## src/rtl/pmc_pkg.sv

```systemverilog
package pmc_pkg;

   localparam int unsigned IDL_B  = 0;
   localparam int unsigned PD_B   = 1;
   localparam int unsigned GF0_B  = 2;
   localparam int unsigned GF1_B  = 3;
   localparam int unsigned HALF_B = 7;
   localparam int unsigned MIN_REG_W = 8;

   typedef struct packed {
      logic half;
      logic gf1;
      logic gf0;
      logic pd;
      logic idl;
   } pmc_reg_t;

   typedef enum logic [1:0] {
      MODE_RUN    = 2'd0,
      MODE_IDLE   = 2'd1,
      MODE_PDOWN  = 2'd2,
      MODE_SETTLE = 2'd3
   } pmc_mode_e;

   function automatic logic [MIN_REG_W-1:0] pmc_pack(input pmc_reg_t r);
      logic [MIN_REG_W-1:0] v;
      v         = '0;
      v[IDL_B]  = r.idl;
      v[PD_B]   = r.pd;
      v[GF0_B]  = r.gf0;
      v[GF1_B]  = r.gf1;
      v[HALF_B] = r.half;
      return v;
   endfunction

endpackage

```

## src/rtl/pmc_ctrl_reg.sv

```systemverilog
module pmc_ctrl_reg
   import pmc_pkg::*;
#(
   parameter int unsigned REG_W = 8
) (
   input  logic             clk_i,
   input  logic             rst_i,
   input  logic             wr_ok_i,
   input  logic [REG_W-1:0] wdata_i,
   input  logic             idle_exit_i,
   input  logic             pd_exit_i,
   output pmc_reg_t         reg_o
);

   pmc_reg_t r_q;
   logic     unused_bits;

   assign unused_bits = ^wdata_i;

   // Asynchronous clear from the reset pin; hardware exits take priority over writes.
   always_ff @(posedge clk_i or posedge rst_i) begin
      if (rst_i) begin
         r_q <= '0;
      end else if (pd_exit_i) begin
         r_q.pd  <= 1'b0;
         r_q.idl <= 1'b0;
      end else if (idle_exit_i) begin
         r_q.idl <= 1'b0;
      end else if (wr_ok_i) begin
         r_q.idl  <= wdata_i[IDL_B];
         r_q.pd   <= wdata_i[PD_B];
         r_q.gf0  <= wdata_i[GF0_B];
         r_q.gf1  <= wdata_i[GF1_B];
         r_q.half <= wdata_i[HALF_B];
      end
   end

   assign reg_o = r_q;

endmodule

```

## src/rtl/pmc_wake_timer.sv

```systemverilog
module pmc_wake_timer #(
   parameter int unsigned STAB_CYCLES = 16
) (
   input  logic clk_i,
   input  logic rst_i,
   input  logic start_i,
   output logic busy_o
);

   generate
      if (STAB_CYCLES == 0) begin : g_none
         logic unused_start;
         assign unused_start = start_i ^ clk_i ^ rst_i;
         assign busy_o = 1'b0;
      end else begin : g_count
         localparam int unsigned CNT_W = $clog2(STAB_CYCLES + 1);
         logic [CNT_W-1:0] cnt_q;

         always_ff @(posedge clk_i or posedge rst_i) begin
            if (rst_i) begin
               cnt_q <= '0;
            end else if (start_i) begin
               cnt_q <= CNT_W'(STAB_CYCLES);
            end else if (cnt_q != '0) begin
               cnt_q <= cnt_q - 1'b1;
            end
         end

         assign busy_o = (cnt_q != '0);
      end
   endgenerate

endmodule

```

## src/rtl/pmc_clk_div.sv

```systemverilog
module pmc_clk_div #(
   parameter bit HALF_SUPPORT = 1'b1
) (
   input  logic clk_i,
   input  logic rst_i,
   input  logic half_i,
   output logic phase_en_o
);

   generate
      if (HALF_SUPPORT) begin : g_div
         logic tog_q;
         always_ff @(posedge clk_i or posedge rst_i) begin
            if (rst_i) begin
               tog_q <= 1'b0;
            end else if (half_i) begin
               tog_q <= ~tog_q;
            end else begin
               tog_q <= 1'b0;
            end
         end
         assign phase_en_o = ~half_i | tog_q;
      end else begin : g_flat
         logic unused_in;
         assign unused_in = half_i ^ clk_i ^ rst_i;
         assign phase_en_o = 1'b1;
      end
   endgenerate

endmodule

```

## src/rtl/pmc_top.sv

```systemverilog
module pmc_top
   import pmc_pkg::*;
#(
   parameter int unsigned REG_W        = 8,
   parameter int unsigned STAB_CYCLES  = 16,
   parameter bit          HALF_SUPPORT = 1'b1
) (
   input  logic             clk_i,
   input  logic             rst_i,
   input  logic             bus_we_i,
   input  logic [REG_W-1:0] bus_wdata_i,
   output logic [REG_W-1:0] bus_rdata_o,
   input  logic             irq_any_i,
   input  logic             ext_irq_i,
   output logic             cpu_clk_en_o,
   output logic             per_clk_en_o,
   output logic             osc_en_o
);

   localparam int unsigned MAX_STAB = 65535;

   generate
      if (REG_W < MIN_REG_W) begin : g_bad_width
         $error("pmc_top: REG_W must be at least 8");
      end
      if (STAB_CYCLES > MAX_STAB) begin : g_bad_stab
         $error("pmc_top: STAB_CYCLES too large");
      end
   endgenerate

   pmc_reg_t  reg_q;
   pmc_mode_e mode;
   logic      settle_busy;
   logic      phase_en;
   logic      wr_ok;
   logic      idle_exit;
   logic      pd_exit;

   // The mode is decoded from state held by the register and the timer.
   always_comb begin
      if (reg_q.pd)         mode = MODE_PDOWN;
      else if (settle_busy) mode = MODE_SETTLE;
      else if (reg_q.idl)   mode = MODE_IDLE;
      else                  mode = MODE_RUN;
   end

   assign wr_ok     = bus_we_i  && (mode == MODE_RUN);
   assign idle_exit = irq_any_i && (mode == MODE_IDLE);
   assign pd_exit   = ext_irq_i && (mode == MODE_PDOWN);

   pmc_ctrl_reg #(.REG_W(REG_W)) u_reg (
      .clk_i       (clk_i),
      .rst_i       (rst_i),
      .wr_ok_i     (wr_ok),
      .wdata_i     (bus_wdata_i),
      .idle_exit_i (idle_exit),
      .pd_exit_i   (pd_exit),
      .reg_o       (reg_q)
   );

   pmc_wake_timer #(.STAB_CYCLES(STAB_CYCLES)) u_timer (
      .clk_i   (clk_i),
      .rst_i   (rst_i),
      .start_i (pd_exit),
      .busy_o  (settle_busy)
   );

   pmc_clk_div #(.HALF_SUPPORT(HALF_SUPPORT)) u_div (
      .clk_i      (clk_i),
      .rst_i      (rst_i),
      .half_i     (reg_q.half),
      .phase_en_o (phase_en)
   );

   assign osc_en_o     = (mode != MODE_PDOWN);
   assign per_clk_en_o = ((mode == MODE_RUN) || (mode == MODE_IDLE)) && phase_en;
   assign cpu_clk_en_o = (mode == MODE_RUN) && phase_en;

   generate
      if (REG_W > MIN_REG_W) begin : g_wide
         assign bus_rdata_o = {{(REG_W-MIN_REG_W){1'b0}}, pmc_pack(reg_q)};
      end else begin : g_exact
         assign bus_rdata_o = pmc_pack(reg_q);
      end
   endgenerate

endmodule

```

## config.mk

```make
export PLATFORM = sky130hd
export DESIGN_NAME = pmc_top
export DESIGN_NICKNAME = d
export VERILOG_FILES = /design/src/rtl/pmc_pkg.sv /design/src/rtl/pmc_ctrl_reg.sv /design/src/rtl/pmc_wake_timer.sv /design/src/rtl/pmc_clk_div.sv /design/src/rtl/pmc_top.sv
export SDC_FILE = /design/constraint.sdc
export NUM_CORES = 1
export LEC_CHECK = 0
export ABC_AREA = 1
export BUFFER_PORTS_ARGS = -buffer_cell sky130_fd_sc_hd__buf_2
export CORE_UTILIZATION = 44
export CTS_CLUSTER_DIAMETER = 80
export DETAILED_ROUTE_END_ITERATION = 8
export PLACE_DENSITY_LB_ADDON = 0.25
export SYNTH_ARGS = -nofsm -noshare
export SYNTH_HDL_FRONTEND = slang
export SYNTH_SLANG_ARGS = --single-unit
```

## constraint.sdc

```tcl
create_clock -name clk_i -period 1.7 [get_ports clk_i]
set_input_delay 0.085 -clock clk_i [delete_from_list [all_inputs] [get_ports clk_i]]
set_output_delay 0.085 -clock clk_i [all_outputs]
set_load 0.05 [all_outputs]
```

==> out/qor.yml <==
global_route:
  grt_pass1_wl_um: 1500
  antenna_found_initial: 0
  grt_overflow_total: 0
  grt_usage_pct: 15.5
  grt_pass1_vias: 366
  grt_max_degree: 12
power:
  clkPwrFrac_pct: 12.8
  seqPwrFrac_pct: 33.2
  intPower_mw: 0.676
  worst_ir_drop_vdd_v: 0.000878
  power_switching_share_pct: 50.4
  p_leak_nw: 0.394
  power_density_nw_per_um2: 1950
  switchingPower_mw: 0.686
  combPwrFrac_pct: 54.0
floorplan:
  core.rowCount: 12
  fp.coreArea_um2: 1160
  dieArea_um2: 1440
  io_pins: 24
  die_width_um: 38.0
  die_y_um: 38.0
  start_util_pct: 49.4
route:
  antenna_left: 0
  vias: 476
  wl_per_cell_um: 9.59
  totalWireLength_um: 1010
  first_iter_violations: 5
  drtPass1Iterations: 4
  via_per_inst: 4.53
  drc_errors: 0
logic_synthesis:
  synth_area_um2: 571
  synth.ff_latch_count: 11
  async_flop_share_pct: 100
  synthTopCellsByArea: "dfrtp_1, nand2_1, inv_1"
  yosysMostFrequentCell: "nand2_1"
  seq_area_frac_synth_pct: 48.2
  yosysTopAreaCell: "dfrtp_1"
  yosys_warnings: 0
  ys_types: 18
  synth_common_cells: "nand2_1, dfrtp_1, inv_1, nor2_1, nand3_1"
  synth_top_area_share_pct: 48.2
  avgSynthCellArea_um2: 8.04
  synth_flop_cell: "dfrtp_1"
  syn_inst: 71
  synth_edf_count: 0
job:
  maxCapViolCount: 0
placement:
  finalWeightedCongestion: 0.783
  hpwlAfterDp_um: 787
  port_buffers: 17
  dpl_cell_area_um2: 658
min_path:
  hp-class: "in2reg"
clock_network:
  cts_buffers: 3
  clockBufferDepth: 2
  clk_latency_ns: 0.26
  cts_tree: "built"
  cts_setup_buffers: 0
  htree_levels: 1
  path_clk_slew_ns: 0.07
  clock-sinks: 11
  root_buffer: "clkbuf_4"
final_layout:
  multi_input_area_um2: 241
  drive_gt1_share_pct: 33.0
  design_area_um2: 699
  layout.area.seq_um2: 275
  antenna_cells: 0
  area_growth_pct: 22.6
  fill_cells: 110
  final_nets: 106
timing:
  setup_viol: 0
  whs_ns: 0.0525
  fin_crit_sh_pct: 94.0
  rsz0062_at_grt: "no"
  fmax_mhz: 626
  report.final.slew_viol_count: 0
  finClkSkew_ns: 0.00315
  hold_violations: 0
  finalCriticalPeriod_ns: 1.60
critical_path:
  crit_path_end_kind: "output port"
  crit_path_start_kind: "flop"
  cp_slowest_stage_delay_ns: 0.36
  worstSetupPathType: "reg2out"
  cpLargestDelayFamily: "flip-flops"
  critical_path_required_ns: 1.62
  cp_max_fo: 4
  path_buf_inv: 2
  arrival_ns: 1.51
  cp_slowest_cell: "dfrtp_1"
  worstPathCellList: "inv_1 -> ha_2 -> nand4_1 -> nor3_2 -> clkbuf_4"
status:
  status: "complete, no violations"
==> logic make-up (layout without fill, tap and decap cells) <==
family                     after synthesis  count (layout)  share of synthesized area (%)
and+or+nand+nor                         36              36                           30.3
AOI/OAI and AO/OA                        7               7                           6.14
adders and majority gates                1               1                           2.19
DFF                                     11              11                           48.2
other                                    1               3                          0.657
buffers and inverters                   15              33                           12.5
==> timing repair <==
| action | CTS | global route |
|---|---|---|
| hold buffers | 1 | 0 |
| resized for setup | 0 | 2 |
| hold endpoints to repair | 11 | 0 |
| setup endpoints to repair | 0 | 2 |
==> metrics by stage <==
step / worst slack, ns / cells / TNS [ns] / utilization (%) / power, mW
floorplan: -0.164 / 73 / -0.164 / - / 1.06
finish: 0.102 / 105 / 0 / 60.5 / 1.36
detailed placement: 0.339 / 100 / 0 / 56.9 / 1.19
global placement: 0.352 / 100 / 0 / 56.9 / 1.17
global route: 0.00670 / 105 / 0 / 60.5 / 1.47
CTS: 0.0398 / 105 / 0 / 60.1 / 1.37
==> worst paths after layout <==
kind / start / endpoint / slack (ns) / cells after the start
worst max register to register: u_timer.g_count.cnt_q[0] / u_reg.reg_o[2] / 0.42 / 7
min in group asynchronous: rst_i / u_div.g_div.tog_q / 0.35 / 3
worst max-delay path: u_timer.g_count.cnt_q[0] / cpu_clk_en_o / 0.10 / 5
max in group asynchronous: rst_i / u_timer.g_count.cnt_q[0] / 1.05 / 3
worst min-delay path: bus_wdata_i[7] / u_reg.reg_o[4] / 0.05 / 3
worst min register to register: u_div.g_div.tog_q / u_div.g_div.tog_q / 0.44 / 1
==> worst reg2reg max path, cell delays in order, from the launching register on <==
cell and delay [ns]:
dfrtp_1 0.36, inv_1 0.10, ha_2 0.23, nand3_2 0.13
nor2_4 0.16, nand2_2 0.09, nand2_1 0.06, nand2_1 0.05
==> registers in the layout, indices dropped and copies added (netlist names) <==
register / flops
u_div.g_div.tog_q: 1
u_reg.reg_o: 5
u_timer.g_count.cnt_q: 5
==> cell type report <==
type	instances	area share, %
clock buffers	4	3.76
inverters	11	5.90
multi-input cells	47	34.5
flip-flops and latches	11	39.4
well taps	14	2.50
repair buffers	18	14.0
==> layer usage <==
| metal | track usage [%] | routed length (µm) | vias up | part of all wire, % |
|---|---|---|---|---|
| met1 | 21.2 | 503 | 204 | 50 |
| met2 | 22.8 | 445 | 14 | 44 |
| met4 | 10.7 | 16 | 0 | 1.6 |
| li1 | - | - | 256 | - |
| met5 | 0 | 0 | - | 0 |
| met3 | 1.74 | 41 | 2 | 4.1 |
==> power groups by stage <==
stage	sequential [mW]	clock, mW	combinational (mW)
3_3_place_gp	0.454	0	0.718
3_5_place_dp	0.459	0	0.730
4_1_cts	0.454	0.182	0.734
5_1_grt	0.463	0.196	0.813
2_1_floorplan	0.575	0	0.487
6_report	0.452	0.175	0.736
==> layout by cell type (no fill, tap or decap) <==
| cell | instances |
|---|---|
| dlygate4sd3_1 | 1 |
| nand3_1 | 6 |
| dfrtp_1 | 11 |
| clkbuf_1 | 1 |
| conb_1 | 3 |
| nand3_2 | 1 |
| buf_2 | 16 |
| nor3_2 | 1 |
| inv_1 | 10 |
| ha_2 | 1 |
| nand2_2 | 1 |
| nor2_1 | 6 |
| nor2_4 | 1 |
| nor2_2 | 3 |
| or2_2 | 1 |
| nand4_1 | 2 |
| nand2_1 | 14 |
| clkbuf_4 | 4 |
| inv_2 | 1 |
| o21ai_0 | 5 |
| a21oi_1 | 2 |
(Power assumes the default switching activity.)
